==> src/rtl/dbg_gate_pkg.sv <==
package dbg_gate_pkg;

    localparam int          DW         = 32;
    localparam int          WORD_W     = 10;
    localparam logic [DW-1:0] UNLOCK_KEY = 32'hC5AC_CE55;

    // write-enable bit positions
    localparam int WE_ECR  = 0;
    localparam int WE_DRCR = 1;
    localparam int WE_CORE = 2;
    localparam int WE_PRCR = 3;
    localparam int WE_MGMT = 4;
    localparam int NUM_WE  = 5;

    // word offsets (byte offset >> 2)
    localparam logic [WORD_W-1:0] W_ID      = 10'h000;
    localparam logic [WORD_W-1:0] W_ECR     = 10'h007;
    localparam logic [WORD_W-1:0] W_DRCR    = 10'h024;
    localparam logic [WORD_W-1:0] W_CORE_LO = 10'h028;
    localparam logic [WORD_W-1:0] W_CORE_HI = 10'h1FF;
    localparam logic [WORD_W-1:0] W_OSKEY   = 10'h0C0;
    localparam logic [WORD_W-1:0] W_OSSTAT  = 10'h0C1;
    localparam logic [WORD_W-1:0] W_PM_HI   = 10'h0C5;
    localparam logic [WORD_W-1:0] W_PDCTL   = 10'h0C4;
    localparam logic [WORD_W-1:0] W_PDSTAT  = 10'h0C5;
    localparam logic [WORD_W-1:0] W_MGMT_LO = 10'h3C0;
    localparam logic [WORD_W-1:0] W_SWKEY   = 10'h3EC;
    localparam logic [WORD_W-1:0] W_SWSTAT  = 10'h3ED;

    typedef enum logic [3:0] {
        RG_ID, RG_ECR, RG_DRCR, RG_CORE, RG_OSKEY, RG_OSSTAT,
        RG_PDCTL, RG_PDSTAT, RG_SWKEY, RG_SWSTAT, RG_MGMT, RG_NONE
    } region_e;

    typedef struct packed {
        logic              access;   // access phase
        logic              wr;       // access phase write
        logic              rd;       // access phase read
        logic              err;      // error response
        logic              wr_ok;    // write takes effect
        logic              rd_quiet; // read must not change state
        region_e           region;
        logic [WORD_W-1:0] word;
    } verdict_t;

    function automatic region_e classify(input logic [WORD_W-1:0] w);
        region_e r;
        if (w == W_ID)                          r = RG_ID;
        else if (w == W_ECR)                    r = RG_ECR;
        else if (w == W_DRCR)                   r = RG_DRCR;
        else if (w == W_OSKEY)                  r = RG_OSKEY;
        else if (w == W_OSSTAT)                 r = RG_OSSTAT;
        else if (w == W_PDCTL)                  r = RG_PDCTL;
        else if (w == W_PDSTAT)                 r = RG_PDSTAT;
        else if (w > W_OSSTAT && w < W_PM_HI)   r = RG_NONE;
        else if (w >= W_CORE_LO && w <= W_CORE_HI) r = RG_CORE;
        else if (w == W_SWKEY)                  r = RG_SWKEY;
        else if (w == W_SWSTAT)                 r = RG_SWSTAT;
        else if (w >= W_MGMT_LO)                r = RG_MGMT;
        else                                    r = RG_NONE;
        return r;
    endfunction

endpackage

==> src/rtl/dbg_gate_decode.sv <==
module dbg_gate_decode
    import dbg_gate_pkg::*;
(
    input  logic          psel,
    input  logic          penable,
    input  logic          pwrite,
    input  logic [DW-1:0] paddr,
    input  logic          swlock,
    input  logic          oslock,
    input  logic          sticky,
    input  logic          core_pwrdn_req,
    output verdict_t      v
);

    logic    ext;
    logic    blocked;
    logic    dropped;
    region_e reg_sel;

    always_comb begin
        ext     = paddr[DW-1];
        reg_sel = classify(paddr[WORD_W+1:2]);
        blocked = (reg_sel == RG_CORE) && (core_pwrdn_req || sticky || oslock);
        dropped = !ext && swlock && (reg_sel != RG_SWKEY);

        v.access   = psel && penable;
        v.wr       = v.access && pwrite;
        v.rd       = v.access && !pwrite;
        v.err      = v.access && blocked;
        v.wr_ok    = v.wr && !blocked && !dropped;
        v.rd_quiet = !ext && swlock;
        v.region   = reg_sel;
        v.word     = paddr[WORD_W+1:2];
    end

endmodule

==> src/rtl/dbg_gate_state.sv <==
module dbg_gate_state
    import dbg_gate_pkg::*;
(
    input  logic          clk,
    input  logic          rst,
    input  verdict_t      v,
    input  logic [DW-1:0] pwdata,
    input  logic          core_pwrdn_req,
    output logic          swlock,
    output logic          oslock,
    output logic          sticky
);

    logic sw_key_wr;
    logic os_key_wr;
    logic sticky_clr;

    always_comb begin
        sw_key_wr  = v.wr_ok && (v.region == RG_SWKEY);
        os_key_wr  = v.wr_ok && (v.region == RG_OSKEY);
        sticky_clr = v.rd && (v.region == RG_PDSTAT) && !v.rd_quiet;
    end

    always_ff @(posedge clk) begin
        if (rst) begin
            swlock <= 1'b1;
            oslock <= 1'b0;
            sticky <= 1'b0;
        end else begin
            if (sw_key_wr) swlock <= (pwdata != UNLOCK_KEY);
            if (os_key_wr) oslock <= (pwdata == UNLOCK_KEY);
            if (core_pwrdn_req)  sticky <= 1'b1;
            else if (sticky_clr) sticky <= 1'b0;
        end
    end


    sticky_set_chk: assert property (@(posedge clk) disable iff (rst)
        core_pwrdn_req |=> sticky);


    sw_unlock_chk: assert property (@(posedge clk) disable iff (rst)
        (v.wr && v.region == RG_SWKEY && pwdata == UNLOCK_KEY) |=> !swlock);


    quiet_read_chk: assert property (@(posedge clk) disable iff (rst)
        (v.rd && v.rd_quiet && sticky) |=> sticky);

endmodule

==> src/rtl/dbg_gate_regs.sv <==
module dbg_gate_regs
    import dbg_gate_pkg::*;
#(
    parameter logic [31:0] DIDR_VALUE = 32'h1510_0001,
    parameter int          ECR_W      = 8,
    parameter int          CORE_WORDS = 4
) (
    input  logic              clk,
    input  logic              rst,
    input  verdict_t          v,
    input  logic [DW-1:0]     pwdata,
    input  logic              core_pwrdn_req,
    input  logic              swlock,
    input  logic              oslock,
    input  logic              sticky,
    output logic [DW-1:0]     prdata,
    output logic [NUM_WE-1:0] reg_wr_en
);

    localparam int PDCTL_W = 2;

    logic [ECR_W-1:0]   ecr_q;
    logic [PDCTL_W-1:0] pdctl_q;
    logic [DW-1:0]      core_q [CORE_WORDS];
    logic [DW-1:0]      core_rd;
    logic [DW-1:0]      mux;

    always_comb begin
        reg_wr_en          = '0;
        reg_wr_en[WE_ECR]  = v.wr_ok && (v.region == RG_ECR);
        reg_wr_en[WE_DRCR] = v.wr_ok && (v.region == RG_DRCR);
        reg_wr_en[WE_CORE] = v.wr_ok && (v.region == RG_CORE);
        reg_wr_en[WE_PRCR] = v.wr_ok && (v.region == RG_PDCTL);
        reg_wr_en[WE_MGMT] = v.wr_ok && (v.region == RG_MGMT);
    end

    always_ff @(posedge clk) begin
        if (rst) begin
            ecr_q   <= '0;
            pdctl_q <= '0;
        end else begin
            if (reg_wr_en[WE_ECR])  ecr_q   <= pwdata[ECR_W-1:0];
            if (reg_wr_en[WE_PRCR]) pdctl_q <= pwdata[PDCTL_W-1:0];
        end
    end

    for (genvar i = 0; i < CORE_WORDS; i++) begin : g_core
        localparam logic [WORD_W-1:0] ADDR = W_CORE_LO + WORD_W'(i);
        always_ff @(posedge clk) begin
            if (rst)
                core_q[i] <= '0;
            else if (reg_wr_en[WE_CORE] && v.word == ADDR)
                core_q[i] <= pwdata;
        end
    end

    always_comb begin
        core_rd = '0;
        for (int i = 0; i < CORE_WORDS; i++)
            if (v.word == W_CORE_LO + WORD_W'(i)) core_rd = core_q[i];
    end

    always_comb begin
        unique case (v.region)
            RG_ID:     mux = DIDR_VALUE;
            RG_ECR:    mux = {{(DW-ECR_W){1'b0}}, ecr_q};
            RG_CORE:   mux = core_rd;
            RG_OSSTAT: mux = {{(DW-2){1'b0}}, oslock, 1'b1};
            RG_PDCTL:  mux = {{(DW-PDCTL_W){1'b0}}, pdctl_q};
            RG_PDSTAT: mux = {{(DW-2){1'b0}}, sticky, core_pwrdn_req};
            RG_SWSTAT: mux = {{(DW-2){1'b0}}, swlock, 1'b1};
            default:   mux = '0;
        endcase
        prdata = (v.rd && !v.err) ? mux : '0;
    end

endmodule

==> src/rtl/dbg_access_gate.sv <==
module dbg_access_gate
    import dbg_gate_pkg::*;
#(
    parameter logic [31:0] DIDR_VALUE = 32'h1510_0001,
    parameter int          ECR_W      = 8,
    parameter int          CORE_WORDS = 4
) (
    input  logic              clk,
    input  logic              rst,
    input  logic              psel,
    input  logic              penable,
    input  logic              pwrite,
    input  logic [31:0]       paddr,
    input  logic [31:0]       pwdata,
    input  logic              core_pwrdn_req,
    output logic [31:0]       prdata,
    output logic              pready,
    output logic              pslverr,
    output logic [4:0]        reg_wr_en
);

    verdict_t v;
    logic     swlock;
    logic     oslock;
    logic     sticky;

    dbg_gate_decode u_decode (
        .psel           (psel),
        .penable        (penable),
        .pwrite         (pwrite),
        .paddr          (paddr),
        .swlock         (swlock),
        .oslock         (oslock),
        .sticky         (sticky),
        .core_pwrdn_req (core_pwrdn_req),
        .v              (v)
    );

    dbg_gate_state u_state (
        .clk            (clk),
        .rst            (rst),
        .v              (v),
        .pwdata         (pwdata),
        .core_pwrdn_req (core_pwrdn_req),
        .swlock         (swlock),
        .oslock         (oslock),
        .sticky         (sticky)
    );

    dbg_gate_regs #(
        .DIDR_VALUE (DIDR_VALUE),
        .ECR_W      (ECR_W),
        .CORE_WORDS (CORE_WORDS)
    ) u_regs (
        .clk            (clk),
        .rst            (rst),
        .v              (v),
        .pwdata         (pwdata),
        .core_pwrdn_req (core_pwrdn_req),
        .swlock         (swlock),
        .oslock         (oslock),
        .sticky         (sticky),
        .prdata         (prdata),
        .reg_wr_en      (reg_wr_en)
    );

    assign pready  = v.access;
    assign pslverr = v.err;


    err_no_write_chk: assert property (@(posedge clk) disable iff (rst)
        pslverr |-> (reg_wr_en == '0));


    err_zero_data_chk: assert property (@(posedge clk) disable iff (rst)
        pslverr |-> (prdata == '0));


    we_onehot_chk: assert property (@(posedge clk) disable iff (rst)
        $onehot0(reg_wr_en));


    sw_lock_drop_chk: assert property (@(posedge clk) disable iff (rst)
        (psel && penable && pwrite && !paddr[31] && swlock) |-> (reg_wr_en == '0));


    safe_region_chk: assert property (@(posedge clk) disable iff (rst)
        (psel && penable && paddr[11:2] == W_ECR) |-> !pslverr);

endmodule

==> config.mk <==
export PLATFORM = sky130hd
export DESIGN_NAME = dbg_access_gate
export DESIGN_NICKNAME = d
export VERILOG_FILES = /design/src/rtl/dbg_gate_pkg.sv /design/src/rtl/dbg_gate_decode.sv /design/src/rtl/dbg_gate_state.sv /design/src/rtl/dbg_gate_regs.sv /design/src/rtl/dbg_access_gate.sv
export SDC_FILE = /design/constraint.sdc
export NUM_CORES = 1
export LEC_CHECK = 0
export BUFFER_PORTS_ARGS = -buffer_cell sky130_fd_sc_hd__buf_2
export CAP_MARGIN = 20
export CORE_MARGIN = 2
export CORE_UTILIZATION = 40
export CTS_CLUSTER_SIZE = 20
export DETAILED_ROUTE_END_ITERATION = 8
export PLACE_DENSITY = 0.7
export SETUP_SLACK_MARGIN = 0.3
export SLEW_MARGIN = 10
export SYNTH_ARGS = -nofsm -noshare
export SYNTH_HDL_FRONTEND = slang
export SYNTH_SLANG_ARGS = --single-unit
==> constraint.sdc <==
create_clock -name clk -period 7.39 [get_ports clk]
set_input_delay 1.478 -clock clk [delete_from_list [all_inputs] [get_ports clk]]
set_output_delay 1.478 -clock clk [all_outputs]
set_load 0.05 [all_outputs]
==> results of run 1 <==
## final cells by class
cell class	count	area, um2	share of cell area, %
flip-flops and latches	141	4100	50.8
clock inverters	11	120	1.49
inverters	6	22.5	0.279
clock buffers	21	450	5.58
well taps	220	275	3.41
multi-input cells	402	2520	31.2
repair buffers	104	583	7.22
## sequential cells by signal, summed over array words and instances (netlist names)
name	flops
u_regs.core_q	128
u_regs.ecr_q	8
u_regs.pdctl_q	2
u_state.oslock	1
u_state.sticky	1
u_state.swlock	1
## power by group through the flow
stage | Combinational (mW) | Sequential, mW | Clock, mW
6_report | 0.108 | 0.898 | 0.814
5_1_grt | 0.117 | 0.900 | 0.852
4_1_cts | 0.107 | 0.898 | 0.820
3_5_place_dp | 0.107 | 0.914 | 0
3_3_place_gp | 0.105 | 0.912 | 0
2_1_floorplan | 0.0637 | 0.913 | 0
## cell families (layout without fill, tap and decap cells)
family	Yosys count	after routing	synth area share, %
compound gates	59	59	7.30
simple gates	296	296	22.0
mux	46	46	7.47
buf+inv	42	142	2.80
flops	141	141	60.3
xor+xnor	1	1	0.129
## cell usage after synthesis, types with 9 or more instances
master	n
sky130_fd_sc_hd__a222oi_1	26
sky130_fd_sc_hd__buf_2	23
sky130_fd_sc_hd__clkbuf_1	9
sky130_fd_sc_hd__dfxtp_1	13
sky130_fd_sc_hd__edfxtp_1	128
sky130_fd_sc_hd__mux2_2	28
sky130_fd_sc_hd__mux2i_1	17
sky130_fd_sc_hd__nand2_1	20
sky130_fd_sc_hd__nand2b_1	38
sky130_fd_sc_hd__nand3_1	10
sky130_fd_sc_hd__nor2_1	169
sky130_fd_sc_hd__nor3_1	9
sky130_fd_sc_hd__o21ai_0	9
## placed cells by master, fill, tap and decap left out, drive strengths merged, types with 9 or more instances in the layout
cell type and count:
nor2 170, edfxtp 128, buf 104, nand2b 38
mux2 28, a222oi 26, clkbuf 21, nand2 20
mux2i 17, dfxtp 13, nand3 12, nor3 11
nor4 10, o21ai 9
## critical path: stages
cell and delay, ns:
sky130_fd_sc_hd__buf_2 0.20, sky130_fd_sc_hd__or3_1 0.41, sky130_fd_sc_hd__nor4_2 0.37, sky130_fd_sc_hd__and2_1 0.87, sky130_fd_sc_hd__buf_4 0.29, sky130_fd_sc_hd__a222oi_1 0.11, sky130_fd_sc_hd__o21ai_0 0.18, sky130_fd_sc_hd__buf_2 0.29
## path summary, 6_finish.rpt
path / start / to / slack, ns / depth (start not counted)
hold reg to reg: u_regs.ecr_q[2] / u_regs.ecr_q[2] / 0.50 / 2
setup reg to reg: u_state.oslock / u_regs.core_q[3][30] / 4.48 / 6
setup / recovery: paddr[4] / prdata[7] / 1.70 / 8
hold / removal: u_regs.ecr_q[2] / u_regs.ecr_q[2] / 0.50 / 2
## routing by layer
metal  share of wire (%)  global-route usage [%]  up-vias
li1                    -                       -     2342
met1                  41                    25.4     2459
met2                  49                    33.7      275
met3                 8.9                    4.65       28
met4                 1.8                    8.07        0
met5                   0                       0        -
## through the flow
stage	hold slack (ns)	instance area, um2	setup WS [ns]	util [%]	instances
detailed placement	0.482	7470	1.69	45.1	872
CTS	0.496	8050	1.69	48.5	904
global route	0.538	8070	1.42	48.7	905
finish	0.496	8070	1.70	48.7	905
floorplan	0.456	6800	2.10	-	585
global placement	0.472	7470	1.69	45.1	872
==> run metrics, run 1 <==
Lkg Pwr=2.90 nW; final max-slew violation count=0; Max VDD drop=0.000165 V; Fin Clk Skew=0.00788 ns; largest cells by area after synthesis=sky130_fd_sc_hd__edfxtp_1, sky130_fd_sc_hd__nor2_1, sky130_fd_sc_hd__mux2_2, sky130_fd_sc_hd__a222oi_1, sky130_fd_sc_hd__dfxtp_1; filler instances=1491; post-route ant nets=0; classification of the worst-slack hold path=reg -> reg; final setup TNS=0 ns; Post-Synthesis Cells=585; result of the run=complete, no violations; Post-synth EDFFs=128; clock slew seen by the registers of the worst setup and hold paths=0.05 ns; count of buffers from port buffering=87; Mapped Avg Cell Area=11.6 um2; largest net degree at the start of global routing=50; remaining global-route overflow=0; Clk pwr share=44.7%; portion of the post-synthesis area used by sequential elements=60.3%; number of vias per cell after detailed routing=5.64; number of ports placed on the die boundary=109; flop and latch count out of synthesis=141; slew of the pin with the lowest slew margin=0.997 ns; count of standard-cell rows=47; layout cells sized above 1=26.4%; Post-synth ARST share=0%; Yosys warnings=0; Post-Route WL=17800 um; count of cell types in the netlist=56; worst slew slack as a fraction of its limit=33.5%; Power Dens Cells=225 nW/um2; overall power consumption=1.82 mW; Post-CTS Setup Inserts=0; die width=134 um; Synth Cell Area=6800 um2; global-route wire length before repair=27700 um; classification of the worst setup path=in -> out; routed wire length per instance=19.7 um; switching part of the total=21.3%; number of gates resized after cts=0; drt initial violations=580; Clk Latency, worst-skew pair=0.41 ns; number of nets in the synthesized netlist=655; Inserted Clock Buffers=17; share of power burned in combinational logic=5.9%; total of endpoints with negative setup slack in the final report=0; relative contribution of sequential cells to total power=49.3%; setup repair after global routing missed its margin=false; upper clock frequency limit=176 MHz; Critical Path Fanout Max=17; Final Hold Fails=0; number of max-cap violations=0; post-detailed-route DRC marker count=0; Worst setup SP type=input port; top cell type by total area after synthesis=sky130_fd_sc_hd__edfxtp_1; final worst-path cycle share=77.0%; worst endpoint required time=5.91 ns; initial antenna violation count=0; via total after detailed routing=5104; synth-to-layout area growth=18.6%; Synth top area share=56.5%; number of diodes added for antenna fixing=0; routability-driven placement congestion ratio=0.826; starting density of the core=41.0%; die area=18100 um2; Nets=742; H-tree lvl count=4; cell internal power dissipation=1.43 mW; predominant post-synthesis flop cell=sky130_fd_sc_hd__edfxtp_1; Global Route Usage Sum=20.2%; cts-stage hold buffer count=0; number of sinks driven by the clock tree=141; Crit. End Element=output pin; WP data arrival=4.21 ns; die height=134 um; CTS max path bufs=2; min Tclk post-route=5.69 ns; vias in the first global route=5179; clock root buffer=sky130_fd_sc_hd__clkbuf_16; switching power summed over all nets=0.387 mW; TritonCTS clock tree=built; drt first pass iters=6; Final HPWL DP=11100 um; Core Area=16600 um2
(Power assumes the default switching activity.)
==> inputs of run 2 (changes only) <==
clock period = 5.7 ns   (was 7.39 ns; I/O delays follow)
==> run metrics, run 2 (synthesis results as in run 1) <==
CTS max path bufs=2 (unchanged); upper clock frequency limit=215 MHz; worst slew slack as a fraction of its limit=46.2% (+13 points); Final Core Density=49.1% (+0.45 points); filler instances=1487 (-0.27%); number of max-cap violations=0 (unchanged); Fin Clk Skew=0.00591 ns (-0.00198 ns); Nets=743 (+0.13%); drt first pass iters=5 (-1); starting density of the core=41.0% (unchanged); final max-slew violation count=0 (unchanged); most frequent cell on the critical path=sky130_fd_sc_hd__buf_2; clock slew seen by the registers of the worst setup and hold paths=0.06 ns (about the same); classification of the worst setup path=in -> out; Post-Route WL=17600 um (-1.0%); Max stage delay on crit path=0.62 ns (-0.25 ns); post-route ant nets=0 (unchanged); slowest stage cell on the critical path=sky130_fd_sc_hd__nor3_4; most common library cell in the layout ignoring fill and taps=sky130_fd_sc_hd__nor2_1; remaining global-route overflow=0 (unchanged); die height=134 um (unchanged); min Tclk post-route=4.65 ns; Critical Path Fanout Max=19 (+2); register ranked first by flip-flop count=u_regs.core_q; Post-CTS Setup Inserts=0 (unchanged); CP Cell Sequence=buf_2 > or4_1 > nor3_4 > buf_4 > a222oi_1 > nor2_1 > buf_2; final setup TNS=0 ns (unchanged); Power Dens Cells=309 nW/um2 (+37%); number of buffers and inverters on the critical path=3 (unchanged); cts-stage hold buffer count=0 (unchanged); WP data arrival=3.51 ns (-0.70 ns); total of endpoints with negative setup slack in the final report=0 (unchanged); number of ports placed on the die boundary=109 (unchanged); Max VDD drop=0.000208 V (+26%); clock root buffer=sky130_fd_sc_hd__clkbuf_16; global-route wire length before repair=27400 um (-0.77%); number of sinks driven by the clock tree=141 (unchanged); flip-flop count of the largest register after layout=128 (unchanged); drt initial violations=454 (-22%); Final HPWL DP=11000 um (-1.3%); Core Area=16600 um2 (unchanged); synth-to-layout area growth=19.7%; via total after detailed routing=5085 (-0.37%); kind of cell adding the most delay to the critical path=simple AND/OR/NAND/NOR gates; Inserted Clock Buffers=17 (unchanged); Clk Latency, worst-skew pair=0.42 ns (about the same); worst endpoint required time=4.56 ns (-1.35 ns); Lkg Pwr=2.94 nW (+1.3%); routed wire length per instance=19.4 um (-1.1%); count of standard-cell rows=47 (unchanged); routability-driven placement congestion ratio=0.818 (-1.0%); post-detailed-route DRC marker count=0 (unchanged); number of vias per cell after detailed routing=5.61 (-0.48%); Final Hold Fails=0 (unchanged); number of diodes added for antenna fixing=0 (unchanged); Crit. End Element=output pin; layout cells sized above 1=26.8% (+0.40 points); final worst-path cycle share=81.6%; largest registers=u_regs.core_q (128), u_regs.ecr_q (8), u_regs.pdctl_q (2); setup repair after global routing missed its margin=false; TritonCTS clock tree=built; initial antenna violation count=0 (unchanged); result of the run=complete, no violations; vias in the first global route=5112 (-1.3%); largest net degree at the start of global routing=50 (unchanged); slew of the pin with the lowest slew margin=0.807 ns (-0.190 ns); H-tree lvl count=4 (unchanged); die area=18100 um2 (unchanged); classification of the worst-slack hold path=reg -> reg; Global Route Usage Sum=19.9% (-0.26 points); commonest cells after routing, fill and taps aside=sky130_fd_sc_hd__nor2_1, sky130_fd_sc_hd__edfxtp_1, sky130_fd_sc_hd__buf_2; number of gates resized after cts=0 (unchanged); die width=134 um (unchanged); Worst setup SP type=input port; count of buffers from port buffering=87 (unchanged)
## run 2: changes by cell type in the layout (fill, tap and decap cells not counted)
cell	previous run	this run
sky130_fd_sc_hd__buf_16	1	0
sky130_fd_sc_hd__buf_4	16	18
sky130_fd_sc_hd__bufinv_16	2	5
sky130_fd_sc_hd__clkbuf_1	3	1
sky130_fd_sc_hd__clkinv_2	4	1
sky130_fd_sc_hd__clkinv_4	2	4
sky130_fd_sc_hd__clkinvlp_4	3	2
sky130_fd_sc_hd__inv_6	0	1
## run 2: metrics by stage
stage	cells	power (mW)	worst slack, ns	instance area (um2)	hold slack (ns)
floorplan	585	1.27	1.08	6800	0.456
global placement	874	1.32	1.03	7490	0.472
detailed placement	874	1.32	1.06	7490	0.479
CTS	906	2.52	1.04	8150	0.495
global route	906	2.59	0.901	8150	0.543
finish	906	2.52	1.05	8150	0.495
## run 2: routing by layer
layer	routed length, um	track usage, %
met1	7530	25.7
met2	8580	33.1
met3	1180	4.16
met4	316	7.43
met5	0	0
## run 2: report_power, final
| part | total, mW | internal [mW] | switching [mW] |
|---|---|---|---|
| logic | 0.138 | 0.0476 | 0.0901 |
| registers | 1.16 | 1.16 | 0.00894 |
| clock network | 1.21 | 0.791 | 0.422 |
## run 2: final timing paths
| path | startpoint | end | slack (ns) | depth (start not counted) |
|---|---|---|---|---|
| worst max-delay path | paddr[3] | prdata[27] | 1.05 | 7 |
| worst min-delay path | u_state.sticky | u_state.sticky | 0.50 | 2 |
| worst max register to register | u_state.swlock | u_regs.core_q[2][15] | 3.00 | 7 |
| worst min register to register | u_state.sticky | u_state.sticky | 0.50 | 2 |
## run 2: final cells by class
cell class | count | area (um2) | share of cell area [%]
clock inverter | 13 | 214 | 2.63
tap | 220 | 275 | 3.38
clock buffer | 19 | 443 | 5.44
timing repair buffer | 105 | 571 | 7.00
inverter | 6 | 22.5 | 0.276
sequential | 141 | 4100 | 50.4
multi-input combinational | 402 | 2520 | 30.9
## run 2: worst reg2reg max path: cells and delay by family (launching register included)
family	cells	cell delay [ns]
and+or+nand+nor	4	0.86
AOI/OAI and AO/OA	1	0.49
DFF	1	0.37
buffers and inverters	2	0.73
